File: src/rtl/cfg_ld_pkg.sv
`timescale 1ns/1ps
package cfg_ld_pkg;
  typedef enum logic [1:0] {
    HS_SEARCH,
    HS_CODE,
    HS_LEN,
    HS_DONE
  } hdr_state_e;

  localparam logic [1:0] TSEL_EARLY = 2'b01;
  localparam logic [1:0] TSEL_LATE  = 2'b10;
endpackage

File: src/rtl/cfg_hdr_parse.sv
`timescale 1ns/1ps
module cfg_hdr_parse
  import cfg_ld_pkg::*;
#(
  parameter int unsigned PRE_ONES = 8,
  parameter int unsigned CODE_W   = 4,
  parameter logic [CODE_W-1:0] PRE_CODE = 4'b0010,
  parameter int unsigned LEN_W    = 24
) (
  input  logic             clk_i,
  input  logic             rst_ni,
  input  logic             din_i,
  output logic             hdr_done_o,
  output logic [LEN_W-1:0] len_o
);
  localparam int unsigned OW = $clog2(PRE_ONES + 1);
  localparam int unsigned BW = $clog2(LEN_W + 1);

  hdr_state_e        state_q;
  logic [OW-1:0]     ones_q;
  logic [BW-1:0]     bcnt_q;
  logic [CODE_W-2:0] code_sr_q;
  logic [LEN_W-1:0]  len_sr_q;

  always_ff @(posedge clk_i or negedge rst_ni) begin
    if (!rst_ni) begin
      state_q   <= HS_SEARCH;
      ones_q    <= '0;
      bcnt_q    <= '0;
      code_sr_q <= '0;
      len_sr_q  <= '0;
    end else begin
      unique case (state_q)
        HS_SEARCH: begin
          if (din_i) begin
            if (ones_q != OW'(PRE_ONES)) ones_q <= ones_q + 1'b1;
          end else if (ones_q == OW'(PRE_ONES)) begin
            // first zero after the run is the code MSB
            state_q   <= HS_CODE;
            code_sr_q <= '0;
            bcnt_q    <= BW'(1);
          end else begin
            ones_q <= '0;
          end
        end
        HS_CODE: begin
          code_sr_q <= {code_sr_q[CODE_W-3:0], din_i};
          if (bcnt_q == BW'(CODE_W - 1)) begin
            bcnt_q <= '0;
            if ({code_sr_q, din_i} == PRE_CODE) begin
              state_q <= HS_LEN;
            end else begin
              state_q <= HS_SEARCH;
              ones_q  <= din_i ? OW'(1) : '0;
            end
          end else begin
            bcnt_q <= bcnt_q + 1'b1;
          end
        end
        HS_LEN: begin
          len_sr_q <= {len_sr_q[LEN_W-2:0], din_i};
          if (bcnt_q == BW'(LEN_W - 1)) state_q <= HS_DONE;
          else bcnt_q <= bcnt_q + 1'b1;
        end
        default: ;
      endcase
    end
  end

  assign hdr_done_o = (state_q == HS_DONE);
  assign len_o      = len_sr_q;

  AST_LEN_STABLE: assert property (@(posedge clk_i) disable iff (!rst_ni)
    hdr_done_o |=> (hdr_done_o && $stable(len_o)));
endmodule

File: src/rtl/cfg_frame_asm.sv
`timescale 1ns/1ps
module cfg_frame_asm #(
  parameter int unsigned FRAME_W    = 8,
  parameter int unsigned NUM_FRAMES = 4,
  parameter int unsigned AW         = 2
) (
  input  logic               clk_i,
  input  logic               rst_ni,
  input  logic               din_i,
  input  logic               hdr_done_i,
  output logic               we_o,
  output logic [AW-1:0]      addr_o,
  output logic [FRAME_W-1:0] data_o,
  output logic               frames_done_o
);
  localparam int unsigned BCW = $clog2(FRAME_W);
  localparam int unsigned FIW = $clog2(NUM_FRAMES + 1);

  logic [FRAME_W-2:0] sr_q;
  logic [BCW-1:0]     bcnt_q;
  logic [FIW-1:0]     fidx_q;
  logic               we_q, fdone_q;
  logic [AW-1:0]      addr_q;
  logic [FRAME_W-1:0] data_q;

  always_ff @(posedge clk_i or negedge rst_ni) begin
    if (!rst_ni) begin
      sr_q    <= '0;
      bcnt_q  <= '0;
      fidx_q  <= '0;
      we_q    <= 1'b0;
      fdone_q <= 1'b0;
      addr_q  <= '0;
      data_q  <= '0;
    end else begin
      we_q <= 1'b0;
      if (hdr_done_i && !fdone_q) begin
        sr_q <= {sr_q[FRAME_W-3:0], din_i};
        if (bcnt_q == BCW'(FRAME_W - 1)) begin
          bcnt_q <= '0;
          we_q   <= 1'b1;
          data_q <= {sr_q, din_i};
          addr_q <= fidx_q[AW-1:0];
          fidx_q <= fidx_q + 1'b1;
          if (fidx_q == FIW'(NUM_FRAMES - 1)) fdone_q <= 1'b1;
        end else begin
          bcnt_q <= bcnt_q + 1'b1;
        end
      end
    end
  end

  assign we_o          = we_q;
  assign addr_o        = addr_q;
  assign data_o        = data_q;
  assign frames_done_o = fdone_q;

  AST_WE_SINGLE: assert property (@(posedge clk_i) disable iff (!rst_ni)
    we_q |=> !we_q);
  AST_NO_WRITE_AFTER_FILL: assert property (@(posedge clk_i) disable iff (!rst_ni)
    fdone_q |=> !we_q);
endmodule

File: src/rtl/cfg_done_ctrl.sv
`timescale 1ns/1ps
module cfg_done_ctrl
  import cfg_ld_pkg::*;
#(
  parameter int unsigned LEN_W = 24
) (
  input  logic             clk_i,
  input  logic             rst_ni,
  input  logic [LEN_W-1:0] len_i,
  input  logic             frames_done_i,
  input  logic [1:0]       timing_sel_i,
  output logic             done_o,
  output logic             stat_o
);
  logic [LEN_W-1:0] cnt_q;
  logic             done_q, stat_q;
  logic [LEN_W+1:0] lhs, rhs;
  logic             reach, nom_reach;

  always_comb begin
    lhs = {2'b00, cnt_q};
    rhs = {2'b00, len_i};
    if (timing_sel_i == TSEL_EARLY) lhs = lhs + 1'b1;
    if (timing_sel_i == TSEL_LATE)  rhs = rhs + 1'b1;
    reach     = (lhs >= rhs);
    nom_reach = (cnt_q >= len_i);
  end

  always_ff @(posedge clk_i or negedge rst_ni) begin
    if (!rst_ni) begin
      cnt_q  <= '0;
      done_q <= 1'b0;
      stat_q <= 1'b0;
    end else begin
      if (!(done_q && stat_q) && !(&cnt_q)) cnt_q <= cnt_q + 1'b1;
      if (frames_done_i && reach)     done_q <= 1'b1;
      if (frames_done_i && nom_reach) stat_q <= 1'b1;
    end
  end

  assign done_o = done_q;
  assign stat_o = stat_q;

  AST_DONE_STICKY: assert property (@(posedge clk_i) disable iff (!rst_ni)
    done_q |=> done_q);
  AST_DONE_NEEDS_FRAMES: assert property (@(posedge clk_i) disable iff (!rst_ni)
    done_q |-> frames_done_i);
  AST_LATE_AFTER_STATUS: assert property (@(posedge clk_i) disable iff (!rst_ni)
    (done_q && timing_sel_i == TSEL_LATE) |-> stat_q);
endmodule

File: src/rtl/cfg_stream_loader.sv
`timescale 1ns/1ps
module cfg_stream_loader #(
  parameter int unsigned PRE_ONES   = 8,
  parameter int unsigned CODE_W     = 4,
  parameter logic [CODE_W-1:0] PRE_CODE = 4'b0010,
  parameter int unsigned LEN_W      = 24,
  parameter int unsigned FRAME_W    = 8,
  parameter int unsigned NUM_FRAMES = 4,
  localparam int unsigned AW = (NUM_FRAMES > 1) ? $clog2(NUM_FRAMES) : 1
) (
  input  logic               clk_i,
  input  logic               rst_ni,
  input  logic               din_i,
  input  logic [1:0]         timing_sel_i,
  output logic               dout_o,
  output logic               mem_we_o,
  output logic [AW-1:0]      mem_addr_o,
  output logic [FRAME_W-1:0] mem_data_o,
  output logic               done_o,
  output logic               user_rst_o,
  output logic               cfg_busy_o,
  output logic               cfg_busy_n_o
);
  logic             hdr_done, frames_done, done, stat;
  logic [LEN_W-1:0] len;
  logic             fwd_q, dout_q;

  cfg_hdr_parse #(
    .PRE_ONES(PRE_ONES), .CODE_W(CODE_W), .PRE_CODE(PRE_CODE), .LEN_W(LEN_W)
  ) u_hdr (
    .clk_i(clk_i), .rst_ni(rst_ni), .din_i(din_i),
    .hdr_done_o(hdr_done), .len_o(len)
  );

  cfg_frame_asm #(
    .FRAME_W(FRAME_W), .NUM_FRAMES(NUM_FRAMES), .AW(AW)
  ) u_frm (
    .clk_i(clk_i), .rst_ni(rst_ni), .din_i(din_i), .hdr_done_i(hdr_done),
    .we_o(mem_we_o), .addr_o(mem_addr_o), .data_o(mem_data_o),
    .frames_done_o(frames_done)
  );

  cfg_done_ctrl #(.LEN_W(LEN_W)) u_ctl (
    .clk_i(clk_i), .rst_ni(rst_ni), .len_i(len), .frames_done_i(frames_done),
    .timing_sel_i(timing_sel_i), .done_o(done), .stat_o(stat)
  );

  // chain output: sample on rise, launch on fall
  always_ff @(posedge clk_i or negedge rst_ni) begin
    if (!rst_ni) fwd_q <= 1'b1;
    else         fwd_q <= (hdr_done && !frames_done) ? 1'b1 : din_i;
  end

  always_ff @(negedge clk_i or negedge rst_ni) begin
    if (!rst_ni) dout_q <= 1'b1;
    else         dout_q <= fwd_q;
  end

  assign dout_o       = dout_q;
  assign done_o       = done;
  assign user_rst_o   = ~done;
  assign cfg_busy_o   = ~stat;
  assign cfg_busy_n_o = stat;

  AST_OWN_FRAMES_HIGH: assert property (@(posedge clk_i) disable iff (!rst_ni)
    (hdr_done && !frames_done) |=> fwd_q);
endmodule

File: config.mk
export PLATFORM = sky130hd
export DESIGN_NAME = cfg_stream_loader
export DESIGN_NICKNAME = d
export VERILOG_FILES = /design/src/rtl/cfg_ld_pkg.sv /design/src/rtl/cfg_hdr_parse.sv /design/src/rtl/cfg_frame_asm.sv /design/src/rtl/cfg_done_ctrl.sv /design/src/rtl/cfg_stream_loader.sv
export SDC_FILE = /design/constraint.sdc
export NUM_CORES = 1
export LEC_CHECK = 0
export BUFFER_PORTS_ARGS = -buffer_cell sky130_fd_sc_hd__buf_2
export CAP_MARGIN = 20
export CORE_MARGIN = 10
export CORE_UTILIZATION = 60
export CTS_CLUSTER_DIAMETER = 80
export DETAILED_ROUTE_END_ITERATION = 6
export PLACE_DENSITY = 0.78
export SKIP_CTS_REPAIR_TIMING = 1
export SYNTH_ARGS = -nofsm -noshare
export SYNTH_HDL_FRONTEND = slang
export SYNTH_SLANG_ARGS = --single-unit
File: constraint.sdc
create_clock -name clk_i -period 5.6 [get_ports clk_i]
set_input_delay 0.56 -clock clk_i [delete_from_list [all_inputs] [get_ports clk_i]]
set_output_delay 0.56 -clock clk_i [all_outputs]
set_load 0.01 [all_outputs]
==> impl_metrics.py, run 1 <==
metrics = {
    "outcome": {
        "status": "complete, no violations",
    },
    "detailed_routing": {
        "antenna_left": 0,
        "drtIter0Drc": 238,
        "wire_per_inst_um": 15.8,
        "drtPass1Iterations": 5,
        "drcViolationCount": 0,
        "via_per_inst": 5.85,
        "vias": 4544,
        "drt_wl_total_um": 12300,
    },
    "cts": {
        "clock_path_buffers": 2,
        "root_buffer": "clkbuf_8",
        "cts_tree": "yes",
        "cts.sinks": 91,
        "clkTransAtPathRegs_ns": 0.12,
        "cts_buffers": 9,
        "insertion_delay_ns": 0.40,
        "h-tree-depth": 3,
    },
    "layout": {
        "nets": 708,
        "instances_no_fill": 777,
        "drive_gt1_share_pct": 13.2,
        "fillerInstances": 763,
        "area_delta_synth_final_pct": 6.57,
        "n_antenna_cell": 0,
    },
    "power_and_ir_drop": {
        "ir_drop_mv": 0.144,
        "total_power_mw": 1.16,
        "pwr_density_cell_nw_per_um2": 181,
        "p_leak_nw": 2.95,
    },
    "yosys": {
        "netlist_top_cells_area": "dfrtp_1 (37%), ha_1 (13%), xnor2_1 (7.0%), nand2_1 (5.0%), mux2_2 (4.1%)",
        "synth_edf_count": 0,
        "synth-seq-area-share_pct": 37.9,
        "yosysMostFrequentCell": "dfrtp_1",
        "synth_top_cell_by_area": "dfrtp_1",
        "synth_common_cells": "dfrtp_1 (89), nand2_1 (80), ha_1 (64)",
        "syn_nets": 690,
        "synth_cell_type_count": 67,
        "synthFlopType": "dfrtp_1",
        "yosysWarnings": 0,
        "ys_async_sr_fraction_pct": 100,
        "synth_area_um2": 6020,
        "synthCells": 621,
        "synth_top_area_share_pct": 37.0,
        "ys_ff_latch": 91,
        "synth.avg_cell_area_um2": 9.69,
    },
    "worst_setup_path": {
        "critPathBufInv": 1,
        "crit_type": "reg -> out",
        "reg2regPathDepth": 0,
        "slowest_delay_ns": 0.51,
        "crit_arrival_ns": 3.83,
        "critPathLaunchType": "flip-flop",
        "cp.depth": 1,
        "cpMaxStageDelayCell": "dfstp_2",
        "crit_path_max_fanout": 1,
        "path_cells": "buf_2",
        "critical-path-top-delay-family": "flip-flops",
        "required_ns": 5.04,
        "worstSetupEndpointType": "output port",
    },
    "min_path": {
        "hp-class": "in -> async",
    },
    "global_route": {
        "global_route.usage.total_pct": 17.6,
        "grt_max_degree": 63,
        "grt_pass1_vias": 4499,
        "grt.overflow.total": 0,
        "grt_first_pass_wirelength_um": 21200,
        "antenna_found_initial": 0,
    },
    "sta": {
        "worst_pin_slew_ns": 0.939,
        "setup-tns-final_ns": 0,
        "max-slew-margin-rel_pct": 37.3,
        "rsz0062_at_grt": "false",
        "skew_ns": 0.0339,
        "slew_viol_final": 0,
        "setup_viol": 0,
        "finalHoldViolCount": 0,
    },
    "floorplanning": {
        "start_util_pct": 61.6,
        "ios": 21,
        "dieArea_um2": 14400,
        "die_x_um": 120,
        "core-area_um2": 9770,
        "rows": 36,
        "fp.dieH_um": 120,
    },
    "placement": {
        "place.port_buffers": 20,
        "finalWeightedCongestion": 0.848,
        "dp.cells": 761,
        "dp_hpwl_um": 9340,
    },
    "run": {
        "cap_violations": 0,
    },
}
[state kept, by name, summed over array words and instances (netlist names)]
name                 count
u_frm.bcnt_q             3
u_frm.sr_q               7
u_frm.we_o               1
u_frm.addr_o             2
u_frm.data_o             8
u_hdr.state_q            2
u_frm.fidx_q             3
fwd_q                    1
u_hdr.ones_q             4
dout_o                   1
u_ctl.cnt_q             24
u_hdr.len_o             24
u_hdr.bcnt_q             5
u_frm.frames_done_o      1
u_hdr.code_sr_q          3
u_ctl.stat_o             1
u_ctl.done_o             1
[per-layer routing]
layer	vias up	global-route usage (%)	part of all wire, %
met5	-	0	0
met4	0	9.13	3.6
met3	38	2.67	3.6
met2	92	28.9	48
met1	2207	22.1	45
li1	2207	-	-
[stage by stage]
step	util (%)	area, µm²	setup WS (ns)	hold WS (ns)
after CTS	65.6	6410	1.20	0.122
after detailed placement	63.5	6210	1.62	0.476
after global routing	65.6	6410	1.17	0.132
after global placement	63.5	6210	1.62	0.463
after floorplan	-	6020	1.72	0.264
final	65.6	6410	1.21	0.108
[cell usage in the layout, fill, tap and decap left out, drive strengths merged, types with 3 or more instances in the layout]
master  count
dfrtp      89
nand2      80
ha         64
xnor2      48
o21ai      44
inv        41
nor2       32
a21oi      22
mux2       22
buf        22
xor2       20
nor3       20
nand4      19
nand3      15
and3       12
clkbuf      9
and2        9
nand2b      6
a21o        6
and4        6
nor4        5
nor2b       4
mux2i       4
clkinv      4
nand4b      3
a211oi      3
o31ai       3
[final timing paths]
kind / to / start / slack (ns)
min in group clk_i: u_frm.fidx_q[2] / u_frm.fidx_q[2] / 0.50
min reg2reg: u_frm.fidx_q[2] / u_frm.fidx_q[2] / 0.50
max reg2reg: dout_o / fwd_q / 2.25
max in group asynchronous: dout_o / rst_ni / 2.36
min: u_hdr.len_o[14] / rst_ni / 0.11
max: dout_o / dout_o / 1.21
[cell families (layout without fill, tap and decap cells)]
kind of cell / count (synthesis) / in the layout / share of synthesized area [%]
AND/OR/NAND/NOR: 222 / 222 / 19.7
multiplexers: 26 / 26 / 4.78
adder cells (fa/ha/maj): 64 / 64 / 13.3
XOR/XNOR: 68 / 68 / 9.89
AO/OA/AOI/OAI: 97 / 97 / 10.5
buffers and inverters: 53 / 76 / 3.93
flip-flops: 91 / 91 / 37.9
[where the power goes]
group	leakage, nW	internal [mW]	total [mW]	switching, mW
clock network	0.109	0.179	0.456	0.277
registers	1.17	0.665	0.669	0.00436
logic	1.67	0.0116	0.0361	0.0245
[area by class of cell]
cell class	instances	area (µm²)	area share, %
clock buffers	9	124	1.93
clock inverters	8	85.1	1.33
inverters	37	139	2.17
multi-input cells	477	3500	54.6
flip-flops and latches	91	2280	35.5
well taps	133	166	2.59
repair buffers	22	118	1.83
No activity file was read; power rests on OpenSTA's default activity.
==> run 2: changes to the inputs <==
Clock period 5.6 ns to 4.4 ns, I/O delays scaled along.
==> impl_metrics.py, run 2 (same netlist as run 1, synthesis figures left out) <==
metrics = {
    "detailed_routing": {
        "drtIter0Drc": 298,
        "via_per_inst": 5.87,
        "antenna_left": 0,
        "drt_wl_total_um": 12600,
        "vias": 4564,
        "wl_met1_um": 5560,
        "top_layer": "met4",
        "wire_per_inst_um": 16.2,
        "met2WireLength_um": 6210,
        "drtPass1Iterations": 6,
        "dr_wl_met3_um": 562,
        "drcViolationCount": 0,
    },
    "global_route": {
        "grt_pass1_vias": 4634,
        "global_route.usage.total_pct": 18.0,
        "grt.overflow.total": 0,
        "grt_max_degree": 61,
        "antenna_found_initial": 0,
        "grt_first_pass_wirelength_um": 21800,
    },
    "worst_setup_path": {
        "path_cells": "buf_2",
        "critical-path-top-delay-family": "flip-flops",
        "critPathLaunchType": "flip-flop",
        "required_ns": 3.96,
        "slowest_delay_ns": 0.50,
        "crit_path_max_fanout": 1,
        "worstSetupEndpointType": "output port",
        "crit_arrival_ns": 3.23,
        "critPathBufInv": 1,
        "crit_type": "reg -> out",
        "cpMaxStageDelayCell": "dfstp_2",
    },
    "cts": {
        "cts_tree": "yes",
        "root_buffer": "clkbuf_8",
        "clock_path_buffers": 2,
        "insertion_delay_ns": 0.40,
        "cts_buffers": 9,
        "h-tree-depth": 3,
        "clkTransAtPathRegs_ns": 0.12,
        "cts.sinks": 91,
    },
    "floorplanning": {
        "rows": 36,
        "ios": 21,
        "die_x_um": 120,
        "start_util_pct": 61.6,
        "fp.dieH_um": 120,
        "dieArea_um2": 14400,
        "core-area_um2": 9770,
    },
    "layout": {
        "layout_common_cells": "dfrtp_1 (89), nand2_1 (80), ha_1 (64), xnor2_1 (48), o21ai_0 (43)",
        "final-seq-area_um2": 2280,
        "drive_gt1_share_pct": 13.3,
        "layout_commonest_cell": "dfrtp_1",
        "fillerInstances": 804,
        "multi_input_area_um2": 3500,
        "final_core_util_pct": 65.7,
        "nets": 709,
        "final_area_um2": 6420,
        "n_antenna_cell": 0,
        "area_delta_synth_final_pct": 6.69,
    },
    "sta": {
        "max-slew-margin-rel_pct": 38.8,
        "slew_viol_final": 0,
        "rsz0062_at_grt": "false",
        "worst_pin_slew_ns": 0.916,
        "finalHoldViolCount": 0,
        "setup-tns-final_ns": 0,
        "setup_viol": 0,
        "skew_ns": 0.0337,
    },
    "outcome": {
        "status": "complete, no violations",
    },
    "placement": {
        "finalWeightedCongestion": 0.847,
        "postPlaceCellArea_um2": 6220,
        "place.port_buffers": 20,
        "dp_hpwl_um": 9440,
    },
    "min_path": {
        "hp-class": "in -> async",
    },
    "power_and_ir_drop": {
        "pwr_density_cell_nw_per_um2": 230,
        "p_leak_nw": 2.95,
        "ir_drop_mv": 0.160,
    },
    "run": {
        "cap_violations": 0,
    },
}
-- run 2: changes by cell type in the layout (fill, tap and decap cells not counted) --
cell / before / now
buf_4: 3 / 4
clkinv_4: 2 / 3
inv_6: 1 / 0
-- run 2: through the flow --
step / power (mW) / hold slack [ns] / cells / setup slack, ns
floorplan: 0.888 / 0.144 / 621 / 1.24
global placement: 0.917 / 0.414 / 762 / 1.14
detailed placement: 0.919 / 0.418 / 762 / 1.14
CTS: 1.49 / 0.00917 / 778 / 0.722
global route: 1.53 / 0.00993 / 778 / 0.684
finish: 1.48 / 0.00378 / 778 / 0.734
-- run 2: final cells by class --
type	instances	area share, %
repair buffers	23	1.95
clock inverters	8	1.32
flip-flops and latches	91	35.5
well taps	133	2.59
clock buffers	9	1.93
inverters	37	2.16
multi-input cells	477	54.5
-- run 2: layer usage --
layer,global-route usage (%),vias up
met5,0,-
met4,5.88,0
met3,3.52,24
met2,30.4,121
met1,22.8,2205
li1,-,2214
-- run 2: path summary, 6_finish.rpt --
path,from,endpoint,slack (ns),cells past startpoint
max in group asynchronous,rst_ni,dout_o,1.84,1
min,rst_ni,u_ctl.cnt_q[16],0.004,1
max,dout_o,dout_o,0.73,1
min reg2reg,u_frm.fidx_q[2],u_frm.fidx_q[2],0.49,2
min in group clk_i,din_i,u_hdr.ones_q[0],0.45,3
max reg2reg,u_ctl.cnt_q[1],u_ctl.done_o,1.33,11
-- run 2: power by group --
group	switching (mW)	internal (mW)	leakage, nW
clock network	0.353	0.227	0.108
registers	0.00541	0.846	1.17
logic	0.0316	0.0153	1.68
==> run 3: changes to the inputs <==
Settings changed: CORE_UTILIZATION 60 to 57.
Clock period 4.4 ns to 3 ns, I/O delays scaled along.
==> impl_metrics.py, run 3 (same netlist as run 1, synthesis figures left out) <==
metrics = {
    "worst_setup_path": {
        "worstReg2RegEnd": "u_ctl.done_o",
        "rrSetupSlack_ns": 0.10,
        "critPathLaunchType": "flip-flop",
        "reg2reg_from": "u_hdr.len_o[1]",
        "crit_type": "reg -> reg",
        "crit_arrival_ns": 3.17,
        "worstSetupEndpointType": "flip-flop",
        "crit_path_max_fanout": 4,
        "required_ns": 3.27,
        "reg2regPathDepth": 12,
    },
    "detailed_routing": {
        "drtIter0Drc": 228,
        "drt_wl_total_um": 12900,
        "drcViolationCount": 0,
        "via_per_inst": 5.69,
        "vias": 4522,
        "antenna_left": 0,
        "drtPass1Iterations": 6,
        "wire_per_inst_um": 16.2,
    },
    "cts": {
        "cts.sinks": 91,
        "cts_buffers": 9,
        "h-tree-depth": 3,
        "clock_path_buffers": 2,
        "insertion_delay_ns": 0.39,
        "root_buffer": "clkbuf_8",
        "clkTransAtPathRegs_ns": 0.10,
        "cts_tree": "yes",
    },
    "layout": {
        "final_core_util_pct": 63.4,
        "area_delta_synth_final_pct": 8.77,
        "n_antenna_cell": 0,
        "drive_gt1_share_pct": 16.1,
        "layout_common_cells": "dfrtp_1 (86), nand2_1 (80), ha_1 (64), xnor2_1 (48), o21ai_0 (43)",
        "nets": 723,
        "final_area_um2": 6550,
        "layout_commonest_cell": "dfrtp_1",
    },
    "power_and_ir_drop": {
        "p_leak_nw": 3.02,
        "total_power_mw": 2.17,
        "pwr_density_cell_nw_per_um2": 332,
        "ir_drop_mv": 0.337,
    },
    "global_route": {
        "global_route.usage.total_pct": 17.7,
        "grt_first_pass_wirelength_um": 21500,
        "grt_max_degree": 54,
        "grt.overflow.total": 0,
        "antenna_found_initial": 0,
        "grt_pass1_vias": 4476,
    },
    "sta": {
        "setup_viol": 0,
        "finalHoldViolCount": 0,
        "skew_ns": 0.0309,
        "max_freq_mhz": 345,
        "max-slew-margin-rel_pct": 56.8,
        "worst_pin_slew_ns": 0.632,
        "hold_ws_ns": 0.0253,
        "setup-tns-final_ns": 0,
        "post-route-min-period_ns": 2.90,
        "fin_crit_sh_pct": 96.6,
        "slew_viol_final": 0,
    },
    "floorplanning": {
        "rows": 37,
        "fp.dieH_um": 123,
        "die_x_um": 123,
        "ios": 21,
        "start_util_pct": 58.3,
        "core-area_um2": 10300,
        "dieArea_um2": 15100,
    },
    "placement": {
        "finalWeightedCongestion": 0.923,
        "dp_hpwl_um": 9820,
        "place.port_buffers": 20,
        "postPlaceCellArea_um2": 6300,
    },
    "run": {
        "cap_violations": 0,
    },
    "min_path": {
        "hp-class": "in -> async",
    },
    "outcome": {
        "status": "complete, no violations",
    },
}
-- run 3: how the worst max path moves through the flow --
| stage | from | end | depth (start not counted) |
|---|---|---|---|
| floorplan | u_ctl.cnt_q[1] | u_ctl.done_o | 11 |
| global placement | u_ctl.cnt_q[1] | u_ctl.done_o | 11 |
| detailed placement | u_hdr.len_o[0] | u_ctl.done_o | 12 |
| CTS | u_ctl.cnt_q[0] | u_ctl.done_o | 11 |
| global route | u_hdr.len_o[5] | u_ctl.done_o | 11 |
| finish | u_hdr.len_o[1] | u_ctl.done_o | 12 |
-- run 3: final cells by class --
| class | instances | area [µm²] |
|---|---|---|
| Inverter | 37 | 139 |
| Timing Repair Buffer | 37 | 230 |
| Clock buffer | 9 | 124 |
| Sequential cell | 91 | 2280 |
| Tap cell | 136 | 170 |
| Fill cell | 828 | 3780 |
| Clock inverter | 8 | 82.6 |
| Multi-Input combinational cell | 477 | 3520 |
-- run 3: routing by layer --
metal	share of wire (%)	vias to the layer above	GRT usage [%]	routed length [µm]
met2	48	101	29.0	6170
met5	0	-	0	0
met3	4.6	13	3.67	589
met4	1.2	0	4.42	148
met1	46	2174	23.3	5940
li1	-	2234	-	-
-- run 3: critical path, cell delays in order, from the launching register on --
cell	delay [ns]
dfrtp_1	0.40
ha_1	0.16
nand3b_1	0.15
nor4_4	0.39
nand4_1	0.22
buf_4	0.20
nor3_1	0.20
xnor2_1	0.15
ha_1	0.26
a21o_1	0.16
a21oi_1	0.15
o211ai_1	0.12
a211o_1	0.23
-- run 3: where the power goes --
group          internal, mW  switching, mW  leakage, nW
Clock                 0.332          0.521        0.107
Sequential             1.24        0.00824         1.16
Combinational        0.0235         0.0473         1.75
-- run 3: through the flow --
step | std cells | setup slack (ns)
after floorplan | 621 | 0.348
after global placement | 775 | 0.162
after detailed placement | 775 | 0.0794
after CTS | 791 | 0.0376
after global routing | 795 | -0.0237
final | 795 | 0.103
